## src/rtl/i2cm_pkg.sv

```systemverilog
package i2cm_pkg;
    typedef enum logic [1:0] {CMD_START, CMD_WRITE, CMD_READ, CMD_STOP} eng_cmd_e;

    typedef enum logic [2:0] {S_IDLE, S_START, S_ADDR, S_DATA, S_PAUSE, S_STOP} seq_state_e;

    typedef enum logic [3:0] {
        E_IDLE, E_ST_A, E_ST_B, E_ST_C, E_BIT_LO, E_BIT_HI, E_SP_A, E_SP_B, E_SP_C
    } eng_state_e;

    localparam logic [3:0] A_CTRL   = 4'd0;
    localparam logic [3:0] A_XFER   = 4'd1;
    localparam logic [3:0] A_STAT   = 4'd2;
    localparam logic [3:0] A_MASK   = 4'd3;
    localparam logic [3:0] A_TIMING = 4'd4;
    localparam logic [3:0] A_FLUSH  = 4'd5;
    localparam logic [3:0] A_TXDAT  = 4'd6;
    localparam logic [3:0] A_RXDAT  = 4'd7;
    localparam logic [3:0] A_TXLEN  = 4'd8;
    localparam logic [3:0] A_RXLEN  = 4'd9;

    localparam int ST_BYTE  = 0;
    localparam int ST_ANACK = 1;
    localparam int ST_FEND  = 3;
    localparam int ST_DNACK = 4;
    localparam int ST_W     = 5;
endpackage

```

## src/rtl/i2cm_fifo.sv

```systemverilog
module i2cm_fifo #(
    parameter int W     = 8,
    parameter int DEPTH = 32
) (
    input  logic         clk,
    input  logic         rst,
    input  logic         flush,
    input  logic         push,
    input  logic [W-1:0] wdata,
    input  logic         pop,
    output logic [W-1:0] rdata,
    output logic         empty,
    output logic         full
);
    localparam int AW = $clog2(DEPTH);

    logic [W-1:0] mem [DEPTH];
    logic [AW:0]  wptr, rptr;
    logic [AW:0]  count;

    assign count = wptr - rptr;
    assign full  = (count == (AW+1)'(DEPTH));
    assign empty = (count == '0);
    assign rdata = mem[rptr[AW-1:0]];

    always_ff @(posedge clk) begin
        if (rst || flush) begin
            wptr <= '0;
            rptr <= '0;
        end else begin
            if (push && !full) wptr <= wptr + 1'b1;
            if (pop && !empty) rptr <= rptr + 1'b1;
        end
    end

    always_ff @(posedge clk) begin
        if (push && !full) mem[wptr[AW-1:0]] <= wdata;
    end

    // a push into a full FIFO leaves the write pointer unchanged
    assert_no_overflow_R13: assert property (@(posedge clk) disable iff (rst)
        (full && push && !pop && !flush) |=> $stable(wptr));
endmodule

```

## src/rtl/i2cm_bitengine.sv

```systemverilog
module i2cm_bitengine
    import i2cm_pkg::*;
(
    input  logic       clk,
    input  logic       rst,
    input  logic       abort,
    input  logic [7:0] half_period,
    input  logic       cmd_go,
    input  eng_cmd_e   cmd,
    input  logic [7:0] wr_byte,
    input  logic       ack_out,
    input  logic       sda_in,
    output logic       ready,
    output logic       done,
    output logic [7:0] rd_byte,
    output logic       ack_in,
    output logic       scl_rel,
    output logic       sda_rel
);
    eng_state_e state, nxt;
    logic [7:0] cnt;
    logic       tick;
    logic [3:0] bitn;
    logic [8:0] txs;
    logic [8:0] rxs;
    logic       scl_q, sda_q;

    assign tick    = (cnt == half_period);
    assign ready   = (state == E_IDLE);
    assign rd_byte = rxs[8:1];
    assign ack_in  = rxs[0];
    assign scl_rel = scl_q;
    assign sda_rel = sda_q;

    always_ff @(posedge clk) begin
        if (rst || abort) state <= E_IDLE;
        else              state <= nxt;
    end

    always_comb begin
        nxt = state;
        unique case (state)
            E_IDLE: if (cmd_go) begin
                unique case (cmd)
                    CMD_START: nxt = E_ST_A;
                    CMD_WRITE: nxt = E_BIT_LO;
                    CMD_READ:  nxt = E_BIT_LO;
                    CMD_STOP:  nxt = E_SP_A;
                endcase
            end
            E_ST_A:   if (tick) nxt = E_ST_B;
            E_ST_B:   if (tick) nxt = E_ST_C;
            E_ST_C:   if (tick) nxt = E_IDLE;
            E_BIT_LO: if (tick) nxt = E_BIT_HI;
            E_BIT_HI: if (tick) nxt = (bitn == 4'd0) ? E_IDLE : E_BIT_LO;
            E_SP_A:   if (tick) nxt = E_SP_B;
            E_SP_B:   if (tick) nxt = E_SP_C;
            E_SP_C:   if (tick) nxt = E_IDLE;
            default:  nxt = E_IDLE;
        endcase
    end

    always_ff @(posedge clk) begin
        if (rst || abort) begin
            scl_q <= 1'b1;
            sda_q <= 1'b1;
            cnt   <= '0;
            done  <= 1'b0;
            bitn  <= '0;
            txs   <= '1;
            rxs   <= '0;
        end else begin
            done <= 1'b0;
            cnt  <= (state == E_IDLE || tick) ? 8'd0 : cnt + 8'd1;
            unique case (state)
                E_IDLE: if (cmd_go) begin
                    unique case (cmd)
                        CMD_START: begin scl_q <= 1'b1; sda_q <= 1'b1; end
                        CMD_WRITE: begin
                            txs   <= {wr_byte, 1'b1};
                            bitn  <= 4'd8;
                            scl_q <= 1'b0;
                            sda_q <= wr_byte[7];
                        end
                        CMD_READ: begin
                            txs   <= {8'hFF, ack_out};
                            bitn  <= 4'd8;
                            scl_q <= 1'b0;
                            sda_q <= 1'b1;
                        end
                        CMD_STOP: begin scl_q <= 1'b0; sda_q <= 1'b0; end
                    endcase
                end
                E_ST_A:   if (tick) sda_q <= 1'b0;
                E_ST_B:   if (tick) scl_q <= 1'b0;
                E_ST_C:   if (tick) done  <= 1'b1;
                E_BIT_LO: if (tick) scl_q <= 1'b1;
                E_BIT_HI: if (tick) begin
                    rxs   <= {rxs[7:0], sda_in};
                    scl_q <= 1'b0;
                    if (bitn == 4'd0) begin
                        done <= 1'b1;
                    end else begin
                        bitn  <= bitn - 4'd1;
                        sda_q <= txs[bitn-4'd1];
                    end
                end
                E_SP_A:   if (tick) scl_q <= 1'b1;
                E_SP_B:   if (tick) sda_q <= 1'b1;
                E_SP_C:   if (tick) done  <= 1'b1;
                default: ;
            endcase
        end
    end

    // SCL stays high for the whole high phase of a bit
    assert_scl_high_phase_R11: assert property (@(posedge clk) disable iff (rst || abort)
        (state == E_BIT_HI && !tick) |=> scl_rel);
endmodule

```

## src/rtl/i2cm_seq.sv

```systemverilog
module i2cm_seq
    import i2cm_pkg::*;
#(
    parameter int LW = 5
) (
    input  logic          clk,
    input  logic          rst,
    input  logic          mrst,
    input  logic          fifo_mode,
    input  logic          tx_end,
    input  logic          rx_end,
    input  logic          start_req,
    input  logic [6:0]    start_addr,
    input  logic          start_rd,
    input  logic          cpu_ready,
    input  logic [LW-1:0] tx_len,
    input  logic [LW-1:0] rx_len,
    input  logic [7:0]    tx_data,
    input  logic          eng_ready,
    input  logic          eng_done,
    input  logic [7:0]    eng_rd_byte,
    input  logic          eng_ack_in,
    output logic          eng_go,
    output eng_cmd_e      eng_cmd,
    output logic [7:0]    eng_wr_byte,
    output logic          eng_ack_out,
    output logic          tx_pop,
    output logic          rx_push,
    output logic [7:0]    rx_byte,
    output logic          busy,
    output logic [ST_W-1:0] set_stat
);
    localparam int CW = LW + 1;

    seq_state_e state, nxt;
    logic [6:0]    addr_q;
    logic          rd_q;
    logic [CW-1:0] remain;
    logic          issued;
    logic          last, end_flag, data_done, wr_nack;
    logic [CW-1:0] chunk_len;

    assign last      = (remain == CW'(1));
    assign end_flag  = rd_q ? rx_end : tx_end;
    assign data_done = (state == S_DATA) && eng_done;
    assign wr_nack   = data_done && !rd_q && eng_ack_in;
    assign chunk_len = !fifo_mode ? CW'(1)
                     : (rd_q ? CW'(rx_len) + CW'(1) : CW'(tx_len) + CW'(1));

    always_ff @(posedge clk) begin
        if (rst || mrst) state <= S_IDLE;
        else             state <= nxt;
    end

    always_comb begin
        nxt = state;
        unique case (state)
            S_IDLE:  if (start_req) nxt = S_START;
            S_START: if (eng_done) nxt = S_ADDR;
            S_ADDR:  if (eng_done) nxt = eng_ack_in ? S_STOP : S_DATA;
            S_DATA:  if (eng_done) begin
                if (wr_nack)   nxt = S_STOP;
                else if (last) nxt = end_flag ? S_STOP : S_PAUSE;
            end
            S_PAUSE: if (cpu_ready) nxt = S_DATA;
            S_STOP:  if (eng_done) nxt = S_IDLE;
            default: nxt = S_IDLE;
        endcase
    end

    always_comb begin
        eng_go      = 1'b0;
        eng_cmd     = CMD_START;
        eng_wr_byte = tx_data;
        unique case (state)
            S_START: begin eng_go = !issued && eng_ready; eng_cmd = CMD_START; end
            S_ADDR: begin
                eng_go      = !issued && eng_ready;
                eng_cmd     = CMD_WRITE;
                eng_wr_byte = {addr_q, rd_q};
            end
            S_DATA: begin
                eng_go  = !issued && eng_ready;
                eng_cmd = rd_q ? CMD_READ : CMD_WRITE;
            end
            S_STOP:  begin eng_go = !issued && eng_ready; eng_cmd = CMD_STOP; end
            default: ;
        endcase
        eng_ack_out = last && end_flag;
        tx_pop      = eng_go && (state == S_DATA) && !rd_q;
        rx_push     = data_done && rd_q;
        rx_byte     = eng_rd_byte;
        busy        = (state != S_IDLE);
        set_stat    = '0;
        set_stat[ST_ANACK] = (state == S_ADDR) && eng_done && eng_ack_in;
        set_stat[ST_DNACK] = wr_nack;
        set_stat[ST_FEND]  = data_done && last && !wr_nack && fifo_mode;
        set_stat[ST_BYTE]  = data_done && last && !wr_nack && !fifo_mode;
    end

    always_ff @(posedge clk) begin
        if (rst || mrst) begin
            issued <= 1'b0;
            addr_q <= '0;
            rd_q   <= 1'b0;
            remain <= '0;
        end else begin
            if (eng_go)        issued <= 1'b1;
            else if (eng_done) issued <= 1'b0;
            if (state == S_IDLE && start_req) begin
                addr_q <= start_addr;
                rd_q   <= start_rd;
                remain <= !fifo_mode ? CW'(1)
                        : (start_rd ? CW'(rx_len) + CW'(1) : CW'(tx_len) + CW'(1));
            end
            if (data_done)                       remain <= remain - CW'(1);
            if (state == S_PAUSE && cpu_ready)   remain <= chunk_len;
        end
    end

    // master reset returns to idle on the next cycle
    assert_mrst_idle_R12: assert property (@(posedge clk) disable iff (rst)
        mrst |=> (state == S_IDLE) && !busy);

    // an address NACK seen from the engine leads straight to STOP
    assert_addr_nack_stop_R6: assert property (@(posedge clk) disable iff (rst || mrst)
        (state == S_ADDR && eng_done && eng_ack_in) |=> (state == S_STOP));
endmodule

```

## src/rtl/i2c_chunk_master.sv

```systemverilog
module i2c_chunk_master
    import i2cm_pkg::*;
#(
    parameter int FIFO_DEPTH  = 32,
    parameter int RESET_HALF  = 99
) (
    input  logic        clk,
    input  logic        rst,
    input  logic        reg_we,
    input  logic        reg_re,
    input  logic [3:0]  reg_addr,
    input  logic [15:0] reg_wdata,
    output logic [15:0] reg_rdata,
    output logic        irq,
    output logic        busy,
    output logic        scl_rel,
    output logic        sda_rel,
    input  logic        sda_in
);
    localparam int LW = $clog2(FIFO_DEPTH);

    logic          fifo_mode, tx_end, rx_end;
    logic [ST_W-1:0] mask_q, status_q, set_stat, w1c;
    logic [7:0]    timing_q;
    logic [LW-1:0] txlen_q, rxlen_q;
    logic [15:0]   rdata_q;

    logic wr_ctrl, cpu_ready, mrst, start_req;
    logic tx_flush, rx_flush, tx_push, rx_pop;
    logic tx_pop, rx_push;
    logic [7:0] tx_head, rx_head, rx_byte;
    logic tx_empty, tx_full, rx_empty, rx_full;

    logic       eng_go, eng_ready, eng_done, eng_ack_in, eng_ack_out;
    eng_cmd_e   eng_cmd;
    logic [7:0] eng_wr_byte, eng_rd_byte;

    assign wr_ctrl   = reg_we && (reg_addr == A_CTRL);
    assign cpu_ready = wr_ctrl && reg_wdata[0];
    assign mrst      = wr_ctrl && reg_wdata[7];
    assign start_req = reg_we && (reg_addr == A_XFER) && !busy;
    assign tx_flush  = reg_we && (reg_addr == A_FLUSH) && reg_wdata[0];
    assign rx_flush  = reg_we && (reg_addr == A_FLUSH) && reg_wdata[1];
    assign tx_push   = reg_we && (reg_addr == A_TXDAT);
    assign rx_pop    = reg_re && (reg_addr == A_RXDAT);
    assign w1c       = (reg_we && reg_addr == A_STAT) ? reg_wdata[ST_W-1:0] : '0;

    assign irq       = |(status_q & mask_q);
    assign reg_rdata = rdata_q;

    always_ff @(posedge clk) begin
        if (rst) begin
            fifo_mode <= 1'b0;
            tx_end    <= 1'b0;
            rx_end    <= 1'b0;
            mask_q    <= '0;
            status_q  <= '0;
            timing_q  <= 8'(RESET_HALF);
            txlen_q   <= '0;
            rxlen_q   <= '0;
            rdata_q   <= '0;
        end else begin
            if (wr_ctrl) begin
                fifo_mode <= reg_wdata[14];
                tx_end    <= reg_wdata[1];
                rx_end    <= reg_wdata[2];
            end
            if (reg_we && reg_addr == A_MASK)   mask_q   <= reg_wdata[ST_W-1:0];
            if (reg_we && reg_addr == A_TIMING) timing_q <= reg_wdata[7:0];
            if (reg_we && reg_addr == A_TXLEN)  txlen_q  <= reg_wdata[LW-1:0];
            if (reg_we && reg_addr == A_RXLEN)  rxlen_q  <= reg_wdata[LW-1:0];
            status_q <= (status_q & ~w1c) | set_stat;
            if (reg_re) begin
                unique case (reg_addr)
                    A_CTRL:   rdata_q <= {1'b0, fifo_mode, 11'b0, rx_end, tx_end, 1'b0};
                    A_STAT:   rdata_q <= {busy, 10'b0, status_q};
                    A_MASK:   rdata_q <= {11'b0, mask_q};
                    A_TIMING: rdata_q <= {8'b0, timing_q};
                    A_TXLEN:  rdata_q <= 16'(txlen_q);
                    A_RXLEN:  rdata_q <= 16'(rxlen_q);
                    A_RXDAT:  rdata_q <= {8'b0, rx_head};
                    default:  rdata_q <= '0;
                endcase
            end
        end
    end

    i2cm_fifo #(.W(8), .DEPTH(FIFO_DEPTH)) u_txf (
        .clk(clk), .rst(rst), .flush(tx_flush),
        .push(tx_push), .wdata(reg_wdata[7:0]),
        .pop(tx_pop), .rdata(tx_head), .empty(tx_empty), .full(tx_full)
    );

    i2cm_fifo #(.W(8), .DEPTH(FIFO_DEPTH)) u_rxf (
        .clk(clk), .rst(rst), .flush(rx_flush),
        .push(rx_push), .wdata(rx_byte),
        .pop(rx_pop), .rdata(rx_head), .empty(rx_empty), .full(rx_full)
    );

    i2cm_seq #(.LW(LW)) u_seq (
        .clk(clk), .rst(rst), .mrst(mrst),
        .fifo_mode(fifo_mode), .tx_end(tx_end), .rx_end(rx_end),
        .start_req(start_req), .start_addr(reg_wdata[6:0]), .start_rd(reg_wdata[8]),
        .cpu_ready(cpu_ready), .tx_len(txlen_q), .rx_len(rxlen_q), .tx_data(tx_head),
        .eng_ready(eng_ready), .eng_done(eng_done),
        .eng_rd_byte(eng_rd_byte), .eng_ack_in(eng_ack_in),
        .eng_go(eng_go), .eng_cmd(eng_cmd), .eng_wr_byte(eng_wr_byte),
        .eng_ack_out(eng_ack_out), .tx_pop(tx_pop), .rx_push(rx_push),
        .rx_byte(rx_byte), .busy(busy), .set_stat(set_stat)
    );

    i2cm_bitengine u_eng (
        .clk(clk), .rst(rst), .abort(mrst), .half_period(timing_q),
        .cmd_go(eng_go), .cmd(eng_cmd), .wr_byte(eng_wr_byte), .ack_out(eng_ack_out),
        .sda_in(sda_in), .ready(eng_ready), .done(eng_done),
        .rd_byte(eng_rd_byte), .ack_in(eng_ack_in),
        .scl_rel(scl_rel), .sda_rel(sda_rel)
    );

    // when a transfer ends after STOP both lines are released
    assert_stop_release_R4: assert property (@(posedge clk) disable iff (rst)
        ($fell(busy) && !$past(mrst)) |-> (scl_rel && sda_rel));

    // a full write-one-to-clear with no new event empties the status
    assert_w1c_clears_R8: assert property (@(posedge clk) disable iff (rst)
        ((&w1c) && (set_stat == '0)) |=> (status_q == '0));
endmodule

```

## config.mk

```make
export PLATFORM = sky130hd
export DESIGN_NAME = i2c_chunk_master
export DESIGN_NICKNAME = d
export VERILOG_FILES = /design/src/rtl/i2cm_pkg.sv /design/src/rtl/i2cm_fifo.sv /design/src/rtl/i2cm_bitengine.sv /design/src/rtl/i2cm_seq.sv /design/src/rtl/i2c_chunk_master.sv
export SDC_FILE = /design/constraint.sdc
export NUM_CORES = 1
export LEC_CHECK = 0
export ABC_AREA = 1
export ABC_CLOCK_PERIOD_IN_PS = 4780
export BUFFER_PORTS_ARGS = -buffer_cell sky130_fd_sc_hd__buf_4
export CAP_MARGIN = 20
export CORE_MARGIN = 1
export CORE_UTILIZATION = 30
export CTS_CLUSTER_DIAMETER = 120
export CTS_CLUSTER_SIZE = 24
export DETAILED_ROUTE_END_ITERATION = 10
export GPL_TIMING_DRIVEN = 1
export PLACE_DENSITY_LB_ADDON = 0.12
export SYNTH_ARGS = -nofsm -noshare
export SYNTH_HDL_FRONTEND = slang
export SYNTH_SLANG_ARGS = --single-unit
```

## constraint.sdc

```tcl
create_clock -name clk -period 4.78 [get_ports clk]
set_clock_uncertainty 0.1 [all_clocks]
set_input_delay 0 -clock clk [delete_from_list [all_inputs] [get_ports clk]]
set_output_delay 0 -clock clk [all_outputs]
set_load 0.1 [all_outputs]
```

==> results of run 1 <==
-- metrics by stage --
step / instance area (µm²) / utilization
after floorplan: 27700 / -
after global placement: 29100 / 0.321
after detailed placement: 29100 / 0.321
after CTS: 30300 / 0.334
after global routing: 30300 / 0.334
final: 30300 / 0.334
-- worst paths after layout --
check                                       end  slack [ns]  cells past startpoint       startpoint
worst min register to register  u_seq.addr_q[2]        0.37                      2  u_seq.addr_q[2]
worst max register to register     reg_rdata[5]        0.66                     14         register
worst max-delay path               reg_rdata[5]        0.66                     14         register
worst min-delay path               u_eng.rxs[0]        0.11                      4           sda_in
-- worst max-delay path: stages, from the launching register on --
cell and delay, ns:
dfxtp_4 0.63, clkinv_2 0.50, buf_12 0.38, nor2_1 0.16, nor2_1 0.05, o21ai_0 0.11, o21ai_0 0.11, o21ai_0 0.19
nand3_1 0.09, nand3_1 0.27, nand2_1 0.08, nand2_1 0.07, dlygate4sd3_1 0.55, a21oi_1 0.06, dlygate4sd3_1 0.56
-- sequential cells by signal, summed over array words and instances (netlist names), 7 cells and up, named ones only --
register	count
reg_rdata	10
timing_q	8
u_eng.cnt	8
u_eng.rxs	9
u_eng.txs	9
u_rxf.mem	256
u_seq.addr_q	7
u_txf.mem	256
-- metal layers --
| layer | routed length, µm | GRT usage | vias up | share of wire |
|---|---|---|---|---|
| li1 | - | - | 9346 | - |
| met3 | 3300 | 0.0189 | 81 | 0.043 |
| met1 | 35400 | 0.221 | 9454 | 0.46 |
| met5 | 0 | 0 | - | 0 |
| met2 | 36700 | 0.274 | 404 | 0.48 |
| met4 | 1670 | 0.0382 | 0 | 0.022 |
-- cells in the final DEF, fill, tap and decap left out, types with 61 or more instances in the layout --
cell / netlist / layout
nand2_1: 642 / 642
edfxtp_1: 512 / 512
nand3_1: 280 / 280
nor2_1: 256 / 256
o21ai_0: 199 / 199
a21oi_1: 129 / 129
dfxtp_1: 130 / 126
inv_1: 109 / 108
buf_4: 9 / 75
o22ai_1: 61 / 61
-- area by class of cell --
type,instances,area [µm²]
fill,9193,60400
tap,1176,1470
multi-input combinational,1789,8600
clock inverter,1,16.3
sequential,642,18000
timing repair buffer,107,911
clock buffer,54,872
inverter,128,483
-- power breakdown --
part / switching, mW / internal (mW) / total, mW
clock network: 1.77 / 1.25 / 3.02
logic: 0.637 / 0.244 / 0.881
registers: 0.0666 / 6.05 / 6.12
-- logic make-up after synthesis --
kind of cell,after synthesis,synth area share
DFF,642,0.650
xor gates and xnor gates,44,0.0142
other,1,0.000136
AOI/OAI and AO/OA,464,0.0939
adders and majority gates,27,0.0122
and+or+nand+nor,1248,0.190
buffers and inverters,259,0.0393
==> metrics, run 1 <==
number of global-route vias before repair 19,100; final routed DRC violation total 0; post-synthesis area per instance 10.3 µm²; Max Freq 243 MHz; largest net degree at the start of global routing 82; final hold violations 0; routed vias a little under 20,000; Netlist cell types 53; min cycle time layout 4.12 ns; synth cell count leaders 642 x nand2_1, 512 x edfxtp_1, 280 x nand3_1; Fin Setup TNS 0 ns; Die ar. 93,400 µm²; Arr. time, crit path 4.58 ns; Crit. End Element register; initial core utilization 0.305; drt first pass iters 5; cell count after synthesis 2,685; RSZ-0062 raised after global routing false; initial antenna violation count 2; pre-CTS WS 1.22 ns; FF+latch count, synth 642; Hold WC Path Type primary input to register; max-slew violations 0; Tcrit/Tclk final 0.862; row count 110; number of setup buffers added after CTS 0; Lkg Pwr 10.5 nW; Seq/Total Area, Yosys 0.650; All-Layer GR Usage 0.162; largest cells by area after synthesis edfxtp_1 56%, dfxtp_1 9.4%, nand2_1 8.7%; Top Ports 45; largest area contributor in the netlist edfxtp_1; number of synthesized flops with an enable pin 512; die height between 300 and 400 µm; power per cell area approximately 330 nW/µm²; chip width between 300 and 400 µm; global-route wire length before repair 117,000 µm; post-route ant nets 0; ys async rst share 0; post-synth top area share 0.556; status completed; hold-fix buffers at CTS 30; Post-synth top flop edfxtp_1; clk_lat worst skew 0.65 ns; CTS Buffer Depth 3; endpoints failing setup 0; GRT overflow 0; setup ws final 0.657 ns; Antenna Cells 0; share of cells above drive strength 1 0.0599; Max rail drop VDD 0.358 mV; post-CTS resize count 0; Buffers on Ports 32; wirelength, routed between 70,000 and 80,000 µm; CTS H-tree lvls 1; Max Cap Violations 0; area of the mapped netlist 27,600 µm²; Slew @ Worst Pin 0.985 ns; Placed Cells 3,811; final net count 2,750; Max-slew headroom 0.341; CTS tree yes; First DRT Iteration DRCs ~1,500; crit path kind register to register; overall power between 10 and 15 mW; Hold WS roughly 0.11 ns; most frequent cell after synthesis nand2_1; CTS Buf Count 30; CTS clk-pin slew, worst paths 0.10 ns; Critical Path RT 5.23 ns; total core area approximately 91,000 µm²; placed wire-length estimate 48,000 µm; startpoint types register; clock root buffer clkbuf_16; Syn. warnings 0; post-route insts no fill around 3,900; crit path max fanout 76; Area Growth Syn to Fin 9.75%; clk sinks about 640; DR vias/cell a little under 5; routability cong. 0.856; DR WL/cell about 20 µm
(Power assumes the default switching activity.)
==> inputs of run 2 (changes only) <==
--- a/config.mk
+++ b/config.mk
@@ -18,4 +18,5 @@
 export PLACE_DENSITY_LB_ADDON = 0.12
 export SYNTH_ARGS = -nofsm -noshare
 export SYNTH_HDL_FRONTEND = slang
+export SYNTH_HIERARCHICAL = 1
 export SYNTH_SLANG_ARGS = --single-unit
==> run 2 against run 1 <==
  * Clock-buffer cell count rose by 1
  * Sequential cell count did not move
  * Sequential power barely moved
  * Non-clock buffer count rose by 30
  * Critical path depth rose by 2
  * Via count rose by 3.2%
  * Synthesized area rose by 3.2%
  * Critical path type unchanged
  * Critical endpoint is now reg_rdata[1]
  * Largest cell class unchanged
==> metrics, run 2 <==
die height 310 µm; Lkg Pwr 10.9 nW; post-CTS resize count 0; commonest non-fill, non-tap cells in the layout 512 x edfxtp_1, 409 x nand2_1, 399 x nor2_1; First DRT Iteration DRCs about 1,400; endpoints failing setup 0; post-route ant nets 0; wirelength, routed 76,300 µm; flop-to-flop setup slack around 0.34 ns; share of cells above drive strength 1 0.0783; Hold Startpoint sda_in; DR WL/cell 19.0 µm; Tcrit/Tclk final 0.928; WHS Endpoint u_eng/rxs[0]; initial core utilization 0.304; routed vias approximately 20,000; Max-slew headroom 0.303; RSZ-0062 raised after global routing false; Hold Crit Depth 4; CTS Buf Count 31; Fin Setup TNS 0 ns; Max Cap Violations 0; CTS clk-pin slew, worst paths 0.10 ns; overall power 10.1 mW; global-route wire length before repair around 120,000 µm; All-Layer GR Usage 0.159; Syn. warnings 6; max-slew violations 0; cell count after synthesis 2,712; CTS Buffer Depth 3; CTS tree yes; P_sw 2.52 mW; Hold WC Path Type primary input to register; post-synthesis area per instance 10.5 µm²; Critical Path RT 5.23 ns; largest net degree at the start of global routing ~130; Post-Place Cell Area 30,100 µm²; DR vias/cell 4.96; Hold WS around 0.079 ns; Slew @ Worst Pin about 1.0 ns; Clock power frac 0.303; Seq pwr share 0.603; Top Ports 45; worst flop-to-flop path endpoint reg_rdata[1]; clock root buffer clkbuf_16; placed wire-length estimate 48,700 µm; total core area 93,700 µm²; crit path kind register to register; reg2reg path depth 16; GRT overflow 0; P_int 7.58 mW; area of the mapped netlist ~29,000 µm²; Die ar. 96,300 µm²; clk_lat worst skew 0.65 ns; Buffers on Ports 32; Antenna Cells 0; final routed DRC violation total 0; Max Freq ~230 MHz; chip width 310 µm; startpoint types register; initial antenna violation count 1; min cycle time layout roughly 4.4 ns; Layout Utilization 0.335; most common cell after layout, fill and taps aside edfxtp_1; routability cong. 0.805; Arr. time, crit path slightly below 5 ns; clk sinks 642; row count 112; Max rail drop VDD 0.240 mV; power per cell area 322 nW/µm²; CTS H-tree lvls 1; final net count 2,788; number of global-route vias before repair between 15,000 and 20,000; design area 31,400 µm²; final hold violations 0; crit path max fanout 50; Gate power share 0.094; status completed; Area Growth Syn to Fin 10.1%; drt first pass iters 5; Crit. End Element register; sw frac 0.250
==> run 2: power by group through the flow <==
stage          clock network (mW)  registers (mW)  logic, mW
6_report                     3.06            6.10      0.954
5_1_grt                      3.37            6.10       1.08
4_1_cts                      3.21            6.09      0.964
3_5_place_dp                    0            6.22      0.945
3_3_place_gp                    0            6.22      0.938
2_1_floorplan                   0            6.25      0.706
==> run 2: critical path: stages (launching register included) <==
cell and delay [ns]:
dfxtp_4 0.67, clkinv_2 0.70, buf_12 0.44, o21bai_1 0.16
o221ai_1 0.14, nand3_1 0.16, nand2_1 0.18, nand2_1 0.11
nand2_1 0.07, nand3_1 0.09, nand2_1 0.06, nor2_1 0.08
nand2_1 0.08, nand2_1 0.06, dlygate4sd3_1 0.54, a21oi_1 0.06
dlygate4sd3_1 0.56
==> run 2: what timing repair did <==
action                                  in CTS  in global routing
hold buffers                                34                  0
endpoints found under the setup margin       0                  0
buffers inserted                             0                  0
hold endpoints to repair                   349                  0
==> run 2: layout make-up <==
cell class              instances  area, µm²
multi-input cells            1749       9110
flip-flops and latches        642      18000
clock buffers                  55        876
fillers                      9462      62400
inverters                     172        651
repair buffers                137       1160
clock inverters                 3       37.5
well taps                    1254       1570
==> run 2: per-stage QoR <==
step | worst slack, ns | cells
floorplan | 2.14 | 2717
global placement | 1.30 | 3914
detailed placement | 1.32 | 3918
CTS | 0.298 | 4010
global route | 0.0626 | 4012
finish | 0.342 | 4012
==> run 2: worst max-delay path by stage <==
stage | to | slack (ns) | cells after the start
floorplan | u_rxf/mem[20][0] | 2.14 | 11
global placement | u_txf/mem[26][0] | 1.30 | 9
detailed placement | u_rxf/mem[3][7] | 1.32 | 7
CTS | reg_rdata[1] | 0.30 | 16
global route | reg_rdata[1] | 0.06 | 16
finish | reg_rdata[1] | 0.34 | 16
==> run 2: metal layers <==
layer,wire (µm),global-route usage,vias up
met5,0,0,-
met4,1410,0.0326,0
met3,3060,0.0140,71
met2,36000,0.266,433
met1,35800,0.223,9802
li1,-,-,9588
